[config.mk]
export PLATFORM = sky130hd
export DESIGN_NAME = dual_tam_wrapper
export DESIGN_NICKNAME = d
export VERILOG_FILES = /design/src/rtl/tw_pkg.sv /design/src/rtl/tw_mode_reg.sv /design/src/rtl/tw_cell_bank.sv /design/src/rtl/tw_route.sv /design/src/rtl/dual_tam_wrapper.sv
export SDC_FILE = /design/constraint.sdc
export NUM_CORES = 1
export LEC_CHECK = 0
export BUFFER_PORTS_ARGS = -buffer_cell sky130_fd_sc_hd__buf_2
export CELL_PAD_IN_SITES_DETAIL_PLACEMENT = 1
export CELL_PAD_IN_SITES_GLOBAL_PLACEMENT = 1
export CORE_MARGIN = 2
export CORE_UTILIZATION = 32
export CTS_BUF_LIST = sky130_fd_sc_hd__clkbuf_4 sky130_fd_sc_hd__clkbuf_8
export DETAILED_ROUTE_END_ITERATION = 8
export PLACE_DENSITY_LB_ADDON = 0.12
export SYNTH_ARGS = -nofsm -noshare
export SYNTH_HDL_FRONTEND = slang
export SYNTH_HIERARCHICAL = 1
export SYNTH_SLANG_ARGS = --single-unit
[constraint.sdc]
create_clock -name clk -period 7.8 [get_ports clk]
set_clock_uncertainty 0.05 [all_clocks]
set_input_delay 1.17 -clock clk [delete_from_list [all_inputs] [get_ports clk]]
set_output_delay 1.17 -clock clk [all_outputs]
set_load 0.02 [all_outputs]
[src/rtl/tw_pkg.sv]
package tw_pkg;

   localparam int unsigned FI_CNT = 8;
   localparam int unsigned FO_CNT = 11;
   localparam int unsigned CH_CNT = 9;
   localparam int unsigned TAM_N  = 4;
   localparam int unsigned TAM_W  = 6;
   localparam int unsigned IDX_W  = 4;

   typedef enum logic [1:0] {
      SRC_TAM = 2'd0,
      SRC_IC  = 2'd1,
      SRC_OC  = 2'd2,
      SRC_SO  = 2'd3
   } src_kind_e;

   typedef struct packed {
      src_kind_e        kind;
      logic [IDX_W-1:0] idx;
   } src_t;

   typedef enum logic {
      MODE_N = 1'b0,
      MODE_W = 1'b1
   } tam_mode_e;

   function automatic src_t f_t(int unsigned i);
      return '{kind: SRC_TAM, idx: IDX_W'(i)};
   endfunction
   function automatic src_t f_i(int unsigned i);
      return '{kind: SRC_IC, idx: IDX_W'(i)};
   endfunction
   function automatic src_t f_o(int unsigned i);
      return '{kind: SRC_OC, idx: IDX_W'(i)};
   endfunction
   function automatic src_t f_s(int unsigned i);
      return '{kind: SRC_SO, idx: IDX_W'(i)};
   endfunction

   // Predecessor of every sink, narrow arrangement
   localparam src_t IC_MAP_N [FI_CNT] = '{
      f_t(2), f_i(0), f_i(1), f_i(2), f_i(3), f_i(4), f_t(3), f_i(6)};
   localparam src_t OC_MAP_N [FO_CNT] = '{
      f_s(3), f_s(5), f_o(1), f_o(2), f_o(3), f_o(4), f_o(5), f_o(6),
      f_s(8), f_o(8), f_o(9)};
   localparam src_t CH_MAP_N [CH_CNT] = '{
      f_t(0), f_t(1), f_s(0), f_s(1), f_i(5), f_s(4), f_i(7), f_s(6), f_s(7)};
   localparam src_t OUT_MAP_N [TAM_N] = '{
      f_s(2), f_o(0), f_o(7), f_o(10)};

   // Predecessor of every sink, wide arrangement
   localparam src_t IC_MAP_W [FI_CNT] = '{
      f_t(1), f_i(0), f_t(5), f_i(2), f_i(3), f_i(4), f_i(5), f_i(6)};
   localparam src_t OC_MAP_W [FO_CNT] = '{
      f_s(0), f_o(0), f_s(1), f_s(8), f_o(3), f_o(4), f_o(5), f_o(6),
      f_o(7), f_o(8), f_o(9)};
   localparam src_t CH_MAP_W [CH_CNT] = '{
      f_t(0), f_i(1), f_t(2), f_t(3), f_t(4), f_s(2), f_s(3), f_s(4), f_i(7)};
   localparam src_t OUT_MAP_W [TAM_W] = '{
      f_o(1), f_o(2), f_s(5), f_s(6), f_s(7), f_o(10)};

endpackage

[src/rtl/tw_mode_reg.sv]
module tw_mode_reg
   import tw_pkg::*;
(
   input  logic      clk,
   input  logic      rst_n,
   input  logic      scan_en,
   input  logic      sel,
   output tam_mode_e mode_q
);

   always_ff @(posedge clk or negedge rst_n) begin
      if (!rst_n)        mode_q <= MODE_N;
      else if (!scan_en) mode_q <= sel ? MODE_W : MODE_N;
   end

   // the arrangement never changes at an edge where shifting was requested
   p_mode_hold_r6: assert property (@(posedge clk) disable iff (!rst_n)
      scan_en |=> $stable(mode_q));

   // a capture edge adopts the requested width
   p_mode_take_r6: assert property (@(posedge clk) disable iff (!rst_n)
      !scan_en |=> (mode_q == MODE_W) == $past(sel));

endmodule

[src/rtl/tw_cell_bank.sv]
module tw_cell_bank #(
   parameter int unsigned N = 8
) (
   input  logic         clk,
   input  logic         rst_n,
   input  logic         shift_en,
   input  logic [N-1:0] cap_d,
   input  logic [N-1:0] shift_d,
   output logic [N-1:0] q
);

   if (N < 1) begin : g_bad_n
      $error("tw_cell_bank needs at least one cell");
   end

   for (genvar gi = 0; gi < N; gi++) begin : g_cell
      always_ff @(posedge clk or negedge rst_n) begin
         if (!rst_n) q[gi] <= 1'b0;
         else        q[gi] <= shift_en ? shift_d[gi] : cap_d[gi];
      end
   end

   // capture edge loads the functional value
   p_capture_r2: assert property (@(posedge clk) disable iff (!rst_n)
      !shift_en |=> q == $past(cap_d));

   // shift edge loads the predecessor bit
   p_shift_r3: assert property (@(posedge clk) disable iff (!rst_n)
      shift_en |=> q == $past(shift_d));

endmodule

[src/rtl/tw_route.sv]
module tw_route
   import tw_pkg::*;
#(
   parameter int unsigned NI = FI_CNT,
   parameter int unsigned NO = FO_CNT,
   parameter int unsigned NC = CH_CNT,
   parameter int unsigned NT = TAM_W
) (
   input  src_t          src,
   input  logic [NT-1:0] tam_v,
   input  logic [NI-1:0] ic_q,
   input  logic [NO-1:0] oc_q,
   input  logic [NC-1:0] so,
   output logic          bit_o
);

   localparam int unsigned SPAN = 1 << IDX_W;

   if (NI > SPAN || NO > SPAN || NC > SPAN || NT > SPAN) begin : g_bad_span
      $error("tw_route index field too narrow for the source vectors");
   end

   logic b_tam, b_ic, b_oc, b_so;

   always_comb begin
      b_tam = 1'b0;
      for (int k = 0; k < NT; k++) if (src.idx == IDX_W'(k)) b_tam = tam_v[k];
   end
   always_comb begin
      b_ic = 1'b0;
      for (int k = 0; k < NI; k++) if (src.idx == IDX_W'(k)) b_ic = ic_q[k];
   end
   always_comb begin
      b_oc = 1'b0;
      for (int k = 0; k < NO; k++) if (src.idx == IDX_W'(k)) b_oc = oc_q[k];
   end
   always_comb begin
      b_so = 1'b0;
      for (int k = 0; k < NC; k++) if (src.idx == IDX_W'(k)) b_so = so[k];
   end

   always_comb begin
      unique case (src.kind)
         SRC_TAM: bit_o = b_tam;
         SRC_IC:  bit_o = b_ic;
         SRC_OC:  bit_o = b_oc;
         SRC_SO:  bit_o = b_so;
         default: bit_o = 1'b0;
      endcase
   end

endmodule

[src/rtl/dual_tam_wrapper.sv]
module dual_tam_wrapper
   import tw_pkg::*;
#(
   parameter int unsigned N_FI = FI_CNT,
   parameter int unsigned N_FO = FO_CNT,
   parameter int unsigned N_CH = CH_CNT,
   parameter int unsigned N_TN = TAM_N,
   parameter int unsigned N_TW = TAM_W
) (
   input  logic            clk,
   input  logic            rst_n,
   input  logic            scan_en,
   input  logic            tam_sel,
   input  logic [N_FI-1:0] func_in,
   input  logic [N_FO-1:0] core_fo,
   input  logic [N_CH-1:0] core_so,
   output logic [N_CH-1:0] core_si,
   input  logic [N_TN-1:0] tam4_in,
   output logic [N_TN-1:0] tam4_out,
   input  logic [N_TW-1:0] tam6_in,
   output logic [N_TW-1:0] tam6_out
);

   if (N_FI != FI_CNT || N_FO != FO_CNT || N_CH != CH_CNT) begin : g_bad_core
      $error("dual_tam_wrapper: core shape must match the stitching tables");
   end
   if (N_TN != TAM_N || N_TW != TAM_W || N_TN >= N_TW) begin : g_bad_bus
      $error("dual_tam_wrapper: bus widths must match the stitching tables");
   end

   tam_mode_e       mode_q;
   logic            wide;
   logic [N_TW-1:0] tam_v;
   logic [N_FI-1:0] ic_q, ic_sd;
   logic [N_FO-1:0] oc_q, oc_sd;
   logic [N_TN-1:0] outn_b;
   logic [N_TW-1:0] outw_b;

   tw_mode_reg u_mode (
      .clk     (clk),
      .rst_n   (rst_n),
      .scan_en (scan_en),
      .sel     (tam_sel),
      .mode_q  (mode_q)
   );

   assign wide  = (mode_q == MODE_W);
   assign tam_v = wide ? tam6_in : N_TW'(tam4_in);

   tw_cell_bank #(.N(N_FI)) u_icells (
      .clk      (clk),
      .rst_n    (rst_n),
      .shift_en (scan_en),
      .cap_d    (func_in),
      .shift_d  (ic_sd),
      .q        (ic_q)
   );

   tw_cell_bank #(.N(N_FO)) u_ocells (
      .clk      (clk),
      .rst_n    (rst_n),
      .shift_en (scan_en),
      .cap_d    (core_fo),
      .shift_d  (oc_sd),
      .q        (oc_q)
   );

   for (genvar gi = 0; gi < N_FI; gi++) begin : g_ic
      src_t pick;
      assign pick = wide ? IC_MAP_W[gi] : IC_MAP_N[gi];
      tw_route #(.NI(N_FI), .NO(N_FO), .NC(N_CH), .NT(N_TW)) u_rt (
         .src (pick), .tam_v (tam_v), .ic_q (ic_q), .oc_q (oc_q),
         .so  (core_so), .bit_o (ic_sd[gi]));
   end

   for (genvar gi = 0; gi < N_FO; gi++) begin : g_oc
      src_t pick;
      assign pick = wide ? OC_MAP_W[gi] : OC_MAP_N[gi];
      tw_route #(.NI(N_FI), .NO(N_FO), .NC(N_CH), .NT(N_TW)) u_rt (
         .src (pick), .tam_v (tam_v), .ic_q (ic_q), .oc_q (oc_q),
         .so  (core_so), .bit_o (oc_sd[gi]));
   end

   for (genvar gi = 0; gi < N_CH; gi++) begin : g_ch
      src_t pick;
      assign pick = wide ? CH_MAP_W[gi] : CH_MAP_N[gi];
      tw_route #(.NI(N_FI), .NO(N_FO), .NC(N_CH), .NT(N_TW)) u_rt (
         .src (pick), .tam_v (tam_v), .ic_q (ic_q), .oc_q (oc_q),
         .so  (core_so), .bit_o (core_si[gi]));
   end

   for (genvar gi = 0; gi < N_TN; gi++) begin : g_outn
      tw_route #(.NI(N_FI), .NO(N_FO), .NC(N_CH), .NT(N_TW)) u_rt (
         .src (OUT_MAP_N[gi]), .tam_v (tam_v), .ic_q (ic_q), .oc_q (oc_q),
         .so  (core_so), .bit_o (outn_b[gi]));
   end

   for (genvar gi = 0; gi < N_TW; gi++) begin : g_outw
      tw_route #(.NI(N_FI), .NO(N_FO), .NC(N_CH), .NT(N_TW)) u_rt (
         .src (OUT_MAP_W[gi]), .tam_v (tam_v), .ic_q (ic_q), .oc_q (oc_q),
         .so  (core_so), .bit_o (outw_b[gi]));
   end

   assign tam4_out = wide ? '0 : outn_b;
   assign tam6_out = wide ? outw_b : '0;

   // idle bus stays quiet
   p_idle_narrow_r7: assert property (@(posedge clk) disable iff (!rst_n)
      (mode_q == MODE_W) |-> (tam4_out == '0));
   p_idle_wide_r7: assert property (@(posedge clk) disable iff (!rst_n)
      (mode_q == MODE_N) |-> (tam6_out == '0));

   // first edge after reset release is still in narrow mode
   p_reset_mode_r1: assert property (@(posedge clk)
      !rst_n |=> (mode_q == MODE_N) || $past(!scan_en && tam_sel && rst_n));

endmodule

==> results.ini, run 1 <==
[synthesis]
synth.avg_cell_area_um2 = 9.88
ys_seq_area_frac = 0.0320
postSynthCellCount = 1583
synth_seq_cells = 20
synthDistinctLibCells = 34
yosysWarnings = 6
synthesis.area_um2 = 15600

[critical_path]
r2r_start = u_mode/mode_q
ff2ff_setup_slack_ns = 3.53
worst-setup-path-type = flop to output pin
required_ns = 6.58
critPathLaunchType = flop
critical_path.endpoint_type = output pin
worstPathCellList = buf_4 > inv_6 > mux4_2 > and2_1 > o221ai_1 > o41ai_2 > buf_2
r2r_end = u_icells/q[0]
critPathMaxFanout = 93
cp_slowest_cell = dfrtp_4
cp.arrival_ns = 3.20
reg2reg_depth = 9
critPathLaunch = u_mode/mode_q
cpPeakStageDelay_ns = 0.67

[drt]
ant_nets = 0
wl_um = 64400
drt-pass1-iter-count = 5
wire_per_inst_um = 22.9
first_iter_violations = 1002
vias = 15458
vias_per_cell = 5.49
route.detailed.drc = 0

[power_and_ir_drop]
peakVddDrop_mv = 0.0575
finalPower_mw = 1.70
power_density_nw_per_um2 = 91.6
p_leak_nw = 7.97

[clocking]
clk_latency_ns = 0.32
numCtsBuffers = 3
cts_resized = 0
cts_htree_levels = 1
clk_pin_slew_ns = 0.14
cts.path.max_buffers = 2
cts_sinks = 20
root_buffer = clkbuf_8
cts_hold_buf = 0
cts_tree = yes
postCtsSetupBuffers = 0

[global_routing]
grt_max_degree = 124
grt-ovfl-total = 0
grt_usage = 0.256
antenna_found_initial = 2
grt_pass1_vias = 15868
grt_pass1_wl_um = 99200

[timing]
clock.fmax_mhz = 226
rsz0062_at_grt = false
finalHoldViolCount = 0
period_share = 0.566
final_max_slew_viol_count = 0
final.min_clock_period_ns = 4.42
slew_headroom = 0.292
tns_ns = 0
worstMarginPinSlew_ns = 1.06
setup_viol = 0

[cells_and_area]
diodes = 0
syn_to_final_growth_pct = 18.5
final_core_util = 0.386
fin_area_um2 = 18500
ff_latch_area_um2 = 508
layout_commonest_cell = conb_1
instances_no_fill = 2816
multiInputGateArea_um2 = 16400
most-common-layout-cells = conb_1 (673), mux4_2 (190), nor2_1 (114), mux2_1 (114)
nets = 2244
num-fill-cells = 5786
drive_gt1_frac = 0.216

[place]
place_area_um2 = 18500
gp_congestion = 0.777
hpwlAfterDp_um = 37200
io_buffers = 60
post-place-cells = 2812

[floorplan]
die_width_um = 225
die_y_um = 225
die_area_um2 = 50600
start_util = 0.326
rows = 80
ioPinCount = 61
core_area_um2 = 47900

[flow_run]
maxCapViolations = 0

[status]
outcome = finished clean

[hold_path]
hold_class = input port to asynchronous set/reset pin

==> sequential cells by signal (all words and copies together), names as in the netlist <==
signal	count
u_ocells/q	11
u_icells/q	8
u_mode/mode_q	1
==> layout make-up <==
class / instances / area share
repair buffers: 99 / 0.0327
clock buffers: 3 / 0.00223
multi-input cells: 2039 / 0.886
clock inverters: 1 / 0.00162
flip-flops and latches: 20 / 0.0274
well taps: 615 / 0.0415
inverters: 39 / 0.00817
==> critical path: cells and delay by family, from the launching register on <==
family,cells,cell delay [ns]
compound gates,2,0.37
mux,1,0.57
buf+inv,3,1.05
simple gates,1,0.17
flops,1,0.67
==> worst max path at each step <==
stage | end | slack (ns) | depth (start not counted)
floorplan | core_si[4] | 2.47 | 8
global placement | core_si[3] | 3.46 | 8
detailed placement | core_si[3] | 3.47 | 8
CTS | core_si[4] | 3.36 | 7
global route | core_si[4] | 3.18 | 7
finish | core_si[4] | 3.38 | 7
==> logic make-up after synthesis <==
kind of cell,synth area share
flops,0.0320
mux,0.455
simple gates,0.172
compound gates,0.262
buf+inv,0.0792
other cells,0.000480
==> through the flow <==
stage                     hold WS, ns  worst slack [ns]
after floorplan                 0.824              2.47
after global placement          0.874              3.46
after detailed placement        0.892              3.47
after CTS                       0.861              3.36
after global routing            0.886              3.18
final                           0.854              3.38
==> report_power, final <==
part	internal [mW]	switching, mW	total (mW)	leakage (nW)
registers	0.116	0.0293	0.146	0.240
logic	0.623	0.796	1.42	7.69
clock network	0.0692	0.0622	0.131	0.0357
==> layer usage <==
layer,track usage,part of all wire,up-vias,wire length [um]
li1,-,-,7086,-
met1,0.357,0.46,7946,29700
met2,0.437,0.48,341,31000
met3,0.0163,0.039,85,2500
met4,0.0511,0.019,0,1250
met5,0,0,-,0
==> cell usage after synthesis, drive strengths merged <==
cell,count,area (um2)
conb,2,7.51
or2,38,238
inv,39,146
nor2,114,428
mux4,190,4280
mux2i,76,761
a21o,38,285
dfrtp,20,500
and2b,1,7.51
nand3,38,190
mux2,176,2070
o311a,38,380
nand2b,76,475
and2,46,288
o41ai,38,618
a41oi,38,333
or3b,38,333
a211o,38,333
o211a,38,380
o221ai,38,333
a21oi,38,190
o21ai,38,190
nor2b,41,257
nand2,38,143
o31ai,38,285
a211oi,76,761
nand4b,38,333
buf,156,1090
(Power assumes the default switching activity.)
==> inputs of run 2 (changes only) <==
- clock period: 7.8 -> 3.6 ns (I/O delays scaled with it)
==> run 2 against run 1 <==
Via count rose by 1.4%. Sequential power rose to 2.5 times the previous value. Wire length rose by 0.41%. Combinational power rose by 120%. Register-to-register slack got worse by 2.8 ns. Count of clock-buffer cells in the layout did not move. Largest power group unchanged. Clock power rose by 100%. Non-clock buffer count rose by 20.
==> results.ini, run 2 (synthesis gave the netlist of run 1 again) <==
[status]
outcome = finished clean

[power_and_ir_drop]
finalPower_mw = 3.70
power_density_nw_per_um2 = 198
p_leak_nw = 8.08
peakVddDrop_mv = 0.114

[clocking]
clk_pin_slew_ns = 0.11
numCtsBuffers = 3
cts_tree = yes
clk_latency_ns = 0.29
cts_sinks = 20
cts_hold_buf = 0
cts.path.max_buffers = 2
postCtsSetupBuffers = 0
cts_resized = 0
cts_htree_levels = 1
root_buffer = clkbuf_8

[flow_run]
maxCapViolations = 0

[floorplan]
ioPinCount = 61
start_util = 0.326
die_y_um = 225
die_area_um2 = 50600
core_area_um2 = 47900
rows = 80
die_width_um = 225

[global_routing]
antenna_found_initial = 5
top_usage_layer = met2
grt_use_met2 = 0.432
met1_usage = 0.351
grt_usage = 0.256
grt_pass1_wl_um = 98500
grt_use_met3 = 0.0274
grt-ovfl-total = 0
grt_max_degree = 114
grt_pass1_vias = 15923

[timing]
setup_viol = 0
worstMarginPinSlew_ns = 1.07
final_max_slew_viol_count = 0
clock.fmax_mhz = 299
slew_headroom = 0.289
worst_slack_ns = 0.261
period_share = 0.928
rsz0062_at_grt = false
hold-worst-slack_ns = 0.211
final.min_clock_period_ns = 3.34
tns_ns = 0
finalHoldViolCount = 0

[cells_and_area]
most-common-layout-cells = conb_1 (673), mux4_2 (190), nor2_1 (114)
drive_gt1_frac = 0.225
largest-register = u_ocells/q
layout_commonest_cell = conb_1
syn_to_final_growth_pct = 19.8
diodes = 0
reg.largest.list = u_ocells/q (11), u_icells/q (8), u_mode/mode_q (1)
nets = 2264
largest_reg_flops = 11

[critical_path]
worst-setup-path-type = flop to output pin
cp_num_buf_inv = 2
required_ns = 3.01
crit_family = multiplexers
critPathMaxFanout = 27
critPathLaunchType = flop
cpPeakStageDelay_ns = 0.66
worstPathCellList = buf_4 > mux2_1 > mux4_2 > a211oi_2 > o41ai_2 > buf_2
critical_path.endpoint_type = output pin
cp_slowest_cell = dfrtp_4
cp.arrival_ns = 2.75

[place]
io_buffers = 60
gp_congestion = 0.786
pre_cts_slack_ns = 0.599
hpwlAfterDp_um = 41600

[hold_path]
hold_class = input port to asynchronous set/reset pin

[drt]
wl_um = 64700
first_iter_violations = 1055
ant_nets = 0
drt-pass1-iter-count = 5
vias_per_cell = 5.53
wire_per_inst_um = 22.8
vias = 15675
route.detailed.drc = 0

-- run 2: worst register-to-register path, stage by stage, from the launching register on --
cell and delay (ns):
dfrtp_4 0.66, mux2_4 0.45, buf_4 0.28, mux4_2 0.48, mux2_2 0.31, o221ai_2 0.17, o41ai_2 0.12, mux2_4 0.26
-- run 2: where the power goes --
group	switching (mW)	internal, mW	total, mW
clock network	0.113	0.149	0.262
logic	1.69	1.38	3.07
registers	0.116	0.252	0.368
total	1.92	1.78	3.70
-- run 2: layer usage --
metal / up-vias / wire length [um]
met2: 363 / 30600
li1: 7140 / -
met4: 8 / 1370
met3: 97 / 2960
met5: - / 56
met1: 8067 / 29800
-- run 2: per-stage QoR --
step	util	std cells	cell area (um2)
floorplan	-	2254	18200
global placement	0.389	2832	18700
detailed placement	0.389	2832	18700
CTS	0.391	2836	18700
global route	0.391	2836	18700
finish	0.391	2836	18700
-- run 2: cell type report --
cell class,count,area [um2]
Clock inverter,1,30.0
Inverter,39,150
Clock buffer,3,41.3
Tap cell,615,769
Timing Repair Buffer,119,781
Multi-Input combinational cell,2039,16400
Sequential cell,20,508
Fill cell,5827,29200
-- run 2: path summary, 6_finish.rpt --
kind | cells past startpoint | slack, ns | endpoint | from
worst min-delay path | 1 | 0.21 | u_ocells/q[4] | rst_n
min in group clk | 2 | 0.42 | u_ocells/q[4] | core_fo[4]
worst min register to register | 5 | 1.14 | u_icells/q[7] | u_icells/q[6]
worst max-delay path | 6 | 0.26 | core_si[2] | u_mode/mode_q
max in group asynchronous | 1 | 2.79 | u_mode/mode_q | rst_n
worst max register to register | 7 | 0.70 | u_icells/q[6] | u_mode/mode_q
